<file path="config.mk">
export PLATFORM = sky130hd
export DESIGN_NAME = bank_regfile
export DESIGN_NICKNAME = d
export VERILOG_FILES = /design/src/rtl/bank_pkg.sv /design/src/rtl/bank_map.sv /design/src/rtl/bank_store.sv /design/src/rtl/bank_status.sv /design/src/rtl/bank_regfile.sv
export SDC_FILE = /design/constraint.sdc
export NUM_CORES = 2
export LEC_CHECK = 0
export BUFFER_PORTS_ARGS = -buffer_cell sky130_fd_sc_hd__buf_2
export CAP_MARGIN = 20
export CORE_MARGIN = 5
export CORE_UTILIZATION = 40
export CTS_CLUSTER_SIZE = 14
export DETAILED_ROUTE_END_ITERATION = 10
export HOLD_SLACK_MARGIN = 0.15
export PLACE_DENSITY = 0.65
export SLEW_MARGIN = 20
export SYNTH_ARGS = -nofsm -noshare
export SYNTH_HDL_FRONTEND = slang
export SYNTH_SLANG_ARGS = --single-unit
</file>
<file path="constraint.sdc">
create_clock -name clk -period 6.6 [get_ports clk]
set_input_delay 0.99 -clock clk [delete_from_list [all_inputs] [get_ports clk]]
set_output_delay 0.99 -clock clk [all_outputs]
set_load 0.02 [all_outputs]
</file>
<file path="src/rtl/bank_pkg.sv">
package bank_pkg;
  localparam int IDX_W   = 4;
  localparam int MODE_W  = 5;
  localparam int BANK_W  = 3;
  localparam int NSLOT   = 31;
  localparam int SLOT_W  = $clog2(NSLOT);
  localparam int NEXC    = 5;

  // mode field codes
  localparam logic [MODE_W-1:0] M_USR = 5'b10000;
  localparam logic [MODE_W-1:0] M_FIQ = 5'b10001;
  localparam logic [MODE_W-1:0] M_IRQ = 5'b10010;
  localparam logic [MODE_W-1:0] M_SVC = 5'b10011;
  localparam logic [MODE_W-1:0] M_ABT = 5'b10111;
  localparam logic [MODE_W-1:0] M_UND = 5'b11011;
  localparam logic [MODE_W-1:0] M_SYS = 5'b11111;

  // bank numbers; 0 is the user/system bank
  localparam logic [BANK_W-1:0] B_USR = 3'd0;
  localparam logic [BANK_W-1:0] B_SVC = 3'd1;
  localparam logic [BANK_W-1:0] B_ABT = 3'd2;
  localparam logic [BANK_W-1:0] B_UND = 3'd3;
  localparam logic [BANK_W-1:0] B_IRQ = 3'd4;
  localparam logic [BANK_W-1:0] B_FIQ = 3'd5;

  // physical layout: 0..12 shared/common, 13..17 fast-irq r8..r12,
  // 18..29 stack/link pairs per bank, 30 program counter
  localparam int FIQ_OFS  = 5;
  localparam int SP_BASE  = 18;
  localparam int PC_SLOT  = 30;
  localparam logic [IDX_W-1:0] IDX_HI  = 4'd8;
  localparam logic [IDX_W-1:0] IDX_SP  = 4'd13;
  localparam logic [IDX_W-1:0] IDX_PC  = 4'd15;

  function automatic logic [BANK_W-1:0] bank_of(input logic [MODE_W-1:0] m);
    case (m)
      M_SVC:   return B_SVC;
      M_ABT:   return B_ABT;
      M_UND:   return B_UND;
      M_IRQ:   return B_IRQ;
      M_FIQ:   return B_FIQ;
      default: return B_USR;
    endcase
  endfunction
endpackage

</file>
<file path="src/rtl/bank_map.sv">
module bank_map
  import bank_pkg::*;
(
  input  logic [IDX_W-1:0]  idx_i,
  input  logic [BANK_W-1:0] bank_i,
  output logic [SLOT_W-1:0] slot_o
);
  always_comb begin
    if (idx_i < IDX_HI)
      slot_o = SLOT_W'(idx_i);
    else if (idx_i < IDX_SP)
      slot_o = (bank_i == B_FIQ) ? SLOT_W'(idx_i) + SLOT_W'(FIQ_OFS) : SLOT_W'(idx_i);
    else if (idx_i < IDX_PC)
      slot_o = SLOT_W'(SP_BASE) + SLOT_W'({bank_i, 1'b0}) + SLOT_W'(idx_i - IDX_SP);
    else
      slot_o = SLOT_W'(PC_SLOT);
  end
endmodule

</file>
<file path="src/rtl/bank_store.sv">
module bank_store
  import bank_pkg::*;
#(
  parameter int DATA_W = 32
) (
  input  logic              clk,
  input  logic              rst,
  input  logic [SLOT_W-1:0] ra_slot,
  input  logic [SLOT_W-1:0] rb_slot,
  output logic [DATA_W-1:0] ra_data,
  output logic [DATA_W-1:0] rb_data,
  input  logic              we,
  input  logic [SLOT_W-1:0] w_slot,
  input  logic [DATA_W-1:0] w_data
);
  logic [DATA_W-1:0] mem [NSLOT];

  always_ff @(posedge clk) begin
    if (rst) begin
      for (int k = 0; k < NSLOT; k++) mem[k] <= '0;
    end else if (we) begin
      mem[w_slot] <= w_data;
    end
  end

  assign ra_data = mem[ra_slot];
  assign rb_data = mem[rb_slot];
endmodule

</file>
<file path="src/rtl/bank_status.sv">
module bank_status
  import bank_pkg::*;
#(
  parameter int DATA_W = 32
) (
  input  logic              clk,
  input  logic              rst,
  input  logic              cur_we,
  input  logic [DATA_W-1:0] cur_wd,
  input  logic              sav_we,
  input  logic [DATA_W-1:0] sav_wd,
  output logic [DATA_W-1:0] cur_q,
  output logic [DATA_W-1:0] sav_q,
  output logic [BANK_W-1:0] bank_o
);
  localparam logic [DATA_W-1:0] CUR_RST = DATA_W'(M_SVC);

  logic [DATA_W-1:0] cur_r;
  logic [DATA_W-1:0] sav_r [NEXC];
  logic [BANK_W-1:0] bank;
  logic [BANK_W-1:0] sidx;

  assign bank = bank_of(cur_r[MODE_W-1:0]);
  assign sidx = bank - 3'd1;

  always_ff @(posedge clk) begin
    if (rst) cur_r <= CUR_RST;
    else if (cur_we) cur_r <= cur_wd;
  end

  always_ff @(posedge clk) begin
    if (rst) begin
      for (int k = 0; k < NEXC; k++) sav_r[k] <= '0;
    end else if (sav_we && bank != B_USR) begin
      sav_r[sidx] <= sav_wd;
    end
  end

  assign cur_q  = cur_r;
  assign sav_q  = (bank == B_USR) ? cur_r : sav_r[sidx];
  assign bank_o = bank;
endmodule

</file>
<file path="src/rtl/bank_regfile.sv">
module bank_regfile
  import bank_pkg::*;
#(
  parameter int DATA_W = 32
) (
  input  logic              clk,
  input  logic              rst,
  input  logic              user_bank_i,
  input  logic [3:0]        rd_a_idx,
  output logic [DATA_W-1:0] rd_a_data,
  input  logic [3:0]        rd_b_idx,
  output logic [DATA_W-1:0] rd_b_data,
  input  logic              wr_en,
  input  logic [3:0]        wr_idx,
  input  logic [DATA_W-1:0] wr_data,
  input  logic              cur_stat_we,
  input  logic [DATA_W-1:0] cur_stat_wdata,
  output logic [DATA_W-1:0] cur_stat_o,
  input  logic              sav_stat_we,
  input  logic [DATA_W-1:0] sav_stat_wdata,
  output logic [DATA_W-1:0] sav_stat_o,
  output logic [4:0]        mode_o
);
  localparam int NPORT = 3;   // read A, read B, write

  logic [BANK_W-1:0] cur_bank;
  logic [BANK_W-1:0] reg_bank;
  logic [IDX_W-1:0]  port_idx  [NPORT];
  logic [SLOT_W-1:0] port_slot [NPORT];

  bank_status #(.DATA_W(DATA_W)) u_status (
    .clk    (clk),
    .rst    (rst),
    .cur_we (cur_stat_we),
    .cur_wd (cur_stat_wdata),
    .sav_we (sav_stat_we),
    .sav_wd (sav_stat_wdata),
    .cur_q  (cur_stat_o),
    .sav_q  (sav_stat_o),
    .bank_o (cur_bank)
  );

  assign reg_bank = user_bank_i ? B_USR : cur_bank;
  assign mode_o   = cur_stat_o[MODE_W-1:0];

  assign port_idx[0] = rd_a_idx;
  assign port_idx[1] = rd_b_idx;
  assign port_idx[2] = wr_idx;

  for (genvar p = 0; p < NPORT; p++) begin : g_map
    bank_map u_map (
      .idx_i  (port_idx[p]),
      .bank_i (reg_bank),
      .slot_o (port_slot[p])
    );
  end

  bank_store #(.DATA_W(DATA_W)) u_store (
    .clk     (clk),
    .rst     (rst),
    .ra_slot (port_slot[0]),
    .rb_slot (port_slot[1]),
    .ra_data (rd_a_data),
    .rb_data (rd_b_data),
    .we      (wr_en),
    .w_slot  (port_slot[2]),
    .w_data  (wr_data)
  );
endmodule

</file>
==> impl_metrics.env <==
export IMPL_synth_net_count=6622
export IMPL_timing_fmax_mhz=151
export IMPL_final_setup_skew_ns=0.0289
export IMPL_dpl_hpwl_um=159000
export IMPL_vias_per_cell=6.30
export IMPL_p_per_area_mw_per_mm2=281
export IMPL_hold_path_class="in2reg"
export IMPL_post_synth_top_area_cell="sky130_fd_sc_hd__edfxtp_1"
export IMPL_total_power_w=0.0225
export IMPL_timing_reg2reg_worst_path_depth=18
export IMPL_timing_critical_path_to="rd_b_data[16]"
export IMPL_floorplan_initialDensity=0.401
export IMPL_p_leak_nw=29.4
export IMPL_cts_max_level=4
export IMPL_drt_drc_violations_left=0
export IMPL_required_time_at_the_endpoint_of_the_critical_path_ns=5.61
export IMPL_postSynth_topFlopCell="sky130_fd_sc_hd__edfxtp_1"
export IMPL_grt_usage=0.283
export IMPL_timing_final_crit_period_ns=6.62
export IMPL_postRouteAntennaNets=0
export IMPL_finalHoldViolations=0
export IMPL_cp_startpoint="u_status.cur_q[3]"
export IMPL_post_route_util=0.462
export IMPL_rows=153
export IMPL_post_synth_num_cell_types=74
export IMPL_ios=247
export IMPL_postSynthRegisterBits=1312
export IMPL_cp_start_kind="register"
export IMPL_timing_reg2reg_setup_slack_ns=1.07
export IMPL_clock_sinks=1312
export IMPL_synth_yosys_warnings=0
export IMPL_reg2reg_to="u_store.mem[10][31]"
export IMPL_cp_max_fo=71
export IMPL_vias=56700
export IMPL_postSynthCellCount=6477
export IMPL_die_width_um=427
export IMPL_synth_to_layout_area_growth_pct=15.2
export IMPL_cts_reportedPaths_clkPinSlew_ns=0.06
export IMPL_drt_iter0_markers=9963
export IMPL_dp_worst_setup_slack_ns=-0.123
export IMPL_coreArea_mm2=0.173
export IMPL_grt_max_degree=110
export IMPL_worst_r2r_startpoint="u_status.cur_q[3]"
export IMPL_worst_slew_margin_rel=0.248
export IMPL_drtPass1Iterations=7
export IMPL_maxSlewViolCount=0
export IMPL_clk_latency_ns=0.81
export IMPL_first_global_vias=54100
export IMPL_whs_path_depth=2
export IMPL_gp_routability_congestion=0.934
export IMPL_drv_max_cap_violation_count=0
export IMPL_setup_viol_count_final=2
export IMPL_yosys_top_cells_area="sky130_fd_sc_hd__edfxtp_1 (55%), sky130_fd_sc_hd__and2_1 (12%), sky130_fd_sc_hd__nand2_1 (6.3%)"
export IMPL_synth_area_mm2=0.0696
export IMPL_setup_slack_ns=-0.0157
export IMPL_timing_worst_setup_path_type="reg2out"
export IMPL_violations="negative setup slack"
export IMPL_worstSetupEndpointType="primary output"
export IMPL_fp_dieH_um=427
export IMPL_tritoncts_num_buffers=149
export IMPL_result_of_the_run="finished with violations"
export IMPL_worst_pin_slew_ns=1.13
export IMPL_period_share=1.00
export IMPL_fin_tns_setup_ns=-0.0241
export IMPL_grt_setup_unrepaired="yes"
export IMPL_ctsHoldBuffers=0
export IMPL_final_layout_size_suffix_gt1_frac=0.155
export IMPL_synth_edff_count=1280
export IMPL_synth_area_per_cell_um2=10.7
export IMPL_synth_seq_area_share=0.561
export IMPL_wire_per_inst_um=29.8
export IMPL_tritoncts="done"
export IMPL_synth_top_area_share=0.552
export IMPL_antenna_violations_before_repair=28
export IMPL_grt_first_pass_wirelength_um=377000
export IMPL_critical_path_arrival_ns=5.63
export IMPL_port_buffers=246
export IMPL_die_outline_area_mm2=0.182
export IMPL_synthArstFlopShare=0
export IMPL_bufs_on_longest_clock_path=3
export IMPL_layout_nets=6695
export IMPL_cts_root_buffer_cell="sky130_fd_sc_hd__clkbuf_16"
export IMPL_max_vdd_ir_drop_mv=0.260
export IMPL_gr_total_overflow=0
export IMPL_total_routed_wirelength_um=269000
[critical path: stages, from the launching register on]
cell                       delay [ns]
sky130_fd_sc_hd__dfxtp_4         0.37
sky130_fd_sc_hd__xor2_1          0.15
sky130_fd_sc_hd__nand4_1         0.31
sky130_fd_sc_hd__or2_4           0.37
sky130_fd_sc_hd__ha_1            0.27
sky130_fd_sc_hd__inv_1           0.07
sky130_fd_sc_hd__ha_1            0.30
sky130_fd_sc_hd__inv_1           0.05
sky130_fd_sc_hd__fa_1            0.47
sky130_fd_sc_hd__nor2_1          0.04
sky130_fd_sc_hd__o21ai_0         0.32
sky130_fd_sc_hd__o211ai_1        0.23
sky130_fd_sc_hd__buf_12          0.21
sky130_fd_sc_hd__buf_12          0.21
sky130_fd_sc_hd__o31ai_1         0.54
sky130_fd_sc_hd__o22ai_1         0.21
sky130_fd_sc_hd__a31oi_2         0.40
sky130_fd_sc_hd__buf_2           0.25
[per-stage QoR]
stage	area, um^2	std cells	hold slack [ns]
6_report	80200	9012	0.427
2_1_floorplan	69600	6477	0.595
4_1_cts	79300	8956	0.382
5_1_grt	80200	8999	0.401
3_3_place_gp	74100	8664	0.497
3_5_place_dp	74100	8665	0.515
[synth_stat cells (6+ instances only)]
| cell | number |
|---|---|
| sky130_fd_sc_hd__nor4_1 | 32 |
| sky130_fd_sc_hd__nand2_1 | 1173 |
| sky130_fd_sc_hd__a32oi_1 | 191 |
| sky130_fd_sc_hd__nor3_1 | 8 |
| sky130_fd_sc_hd__mux4_2 | 65 |
| sky130_fd_sc_hd__inv_1 | 22 |
| sky130_fd_sc_hd__nand2b_1 | 7 |
| sky130_fd_sc_hd__o21ai_0 | 97 |
| sky130_fd_sc_hd__nand3_1 | 18 |
| sky130_fd_sc_hd__buf_2 | 97 |
| sky130_fd_sc_hd__mux2i_1 | 190 |
| sky130_fd_sc_hd__ha_1 | 28 |
| sky130_fd_sc_hd__nor2_4 | 15 |
| sky130_fd_sc_hd__a31oi_1 | 255 |
| sky130_fd_sc_hd__buf_6 | 15 |
| sky130_fd_sc_hd__buf_1 | 11 |
| sky130_fd_sc_hd__a221oi_1 | 31 |
| sky130_fd_sc_hd__a21boi_0 | 63 |
| sky130_fd_sc_hd__a211oi_1 | 191 |
| sky130_fd_sc_hd__a21oi_1 | 326 |
| sky130_fd_sc_hd__nor2_1 | 107 |
| sky130_fd_sc_hd__xnor2_1 | 6 |
| sky130_fd_sc_hd__o22ai_1 | 98 |
| sky130_fd_sc_hd__a311oi_1 | 63 |
| sky130_fd_sc_hd__and2_1 | 1285 |
| sky130_fd_sc_hd__and3_1 | 63 |
| sky130_fd_sc_hd__dfxtp_1 | 32 |
| sky130_fd_sc_hd__clkbuf_1 | 513 |
| sky130_fd_sc_hd__nor2b_1 | 10 |
| sky130_fd_sc_hd__or2_2 | 38 |
| sky130_fd_sc_hd__buf_4 | 9 |
| sky130_fd_sc_hd__edfxtp_1 | 1280 |
| sky130_fd_sc_hd__o31ai_1 | 65 |
[state kept, by name, indices dropped and copies added, names as in the netlist]
| register | count |
|---|---|
| u_status.sav_r | 256 |
| u_status.cur_q | 32 |
| u_store.mem | 1024 |
[layer usage]
metal  track usage  wire [um]  vias to the layer above
li1              -          -                    23700
met1         0.365      96500                    27700
met2         0.435     120000                     4399
met3        0.0632      34200                      920
met4         0.171      18600                       10
met5             0         56                        -
[how the worst min path moves through the flow]
stage,startpoint,end
final,cur_stat_wdata[1],u_status.cur_q[1]
after global routing,cur_stat_wdata[1],u_status.cur_q[1]
after CTS,cur_stat_wdata[1],u_status.cur_q[1]
after detailed placement,u_status.cur_q[16],u_status.cur_q[16]
after global placement,u_status.cur_q[31],u_status.cur_q[31]
after floorplan,u_status.cur_q[28],u_status.cur_q[28]
[where the power goes]
group	switching, W	internal (W)
logic	0.00320	0.00151
clock network	0.00351	0.00471
registers	0.000159	0.00946
[cells by family (layout without fill, tap and decap cells)]
logic type      after synthesis  after routing  share of synthesized area
other cells                   0             20                          0
compound gates             1415           1415                      0.137
flops                      1312           1312                      0.561
simple gates               2783           2786                      0.206
mux                         257            257                     0.0487
buf+inv                     668            855                     0.0399
xor+xnor                     11             11                    0.00149
fa+ha+maj                    31             31                    0.00590
[timing repair]
item / CTS / global route
gates resized for setup: 33 / 77
setup buffers: 18 / 29
pin swaps: 7 / 19
setup endpoints to repair: 64 / 58
cloned: 5 / 7
hold endpoints to repair: 0 / 0
[cells in the final DEF (no fill, tap or decap), types with 9 or more instances in the layout]
master,count
sky130_fd_sc_hd__o21ai_0,97
sky130_fd_sc_hd__or2_2,36
sky130_fd_sc_hd__mux4_2,65
sky130_fd_sc_hd__edfxtp_1,1280
sky130_fd_sc_hd__inv_1,22
sky130_fd_sc_hd__nor4_2,13
sky130_fd_sc_hd__buf_12,61
sky130_fd_sc_hd__a211oi_1,190
sky130_fd_sc_hd__a31oi_2,12
sky130_fd_sc_hd__and3_1,63
sky130_fd_sc_hd__nor2b_1,9
sky130_fd_sc_hd__nor4_1,10
sky130_fd_sc_hd__a31oi_1,242
sky130_fd_sc_hd__clkinv_2,23
sky130_fd_sc_hd__clkbuf_16,161
sky130_fd_sc_hd__clkbuf_1,37
sky130_fd_sc_hd__a21boi_0,63
sky130_fd_sc_hd__a21oi_1,319
sky130_fd_sc_hd__ha_1,27
sky130_fd_sc_hd__dfxtp_1,30
sky130_fd_sc_hd__clkinv_1,21
sky130_fd_sc_hd__a32oi_1,184
sky130_fd_sc_hd__and2_1,1281
sky130_fd_sc_hd__a311oi_1,62
sky130_fd_sc_hd__nor2_1,77
sky130_fd_sc_hd__o31ai_1,61
sky130_fd_sc_hd__nand3_1,18
sky130_fd_sc_hd__diode_2,20
sky130_fd_sc_hd__o22ai_1,88
sky130_fd_sc_hd__o22ai_2,10
sky130_fd_sc_hd__mux2i_1,190
sky130_fd_sc_hd__nor2_4,41
sky130_fd_sc_hd__a221oi_1,30
sky130_fd_sc_hd__nor4_4,9
sky130_fd_sc_hd__buf_2,238
sky130_fd_sc_hd__nand2_1,1164
sky130_fd_sc_hd__buf_4,243
[cell type report]
type,count,area (um^2)
Clock buffer,200,4130
Clock inverter,68,621
Fill cell,15700,93200
Antenna cell,20,50.0
Timing Repair Buffer,564,4690
Sequential cell,1312,39100
Inverter,23,86.3
Multi-Input combinational cell,4500,28600
Tap cell,2325,2910
Note: power is estimated with default switching activity, not from simulation.
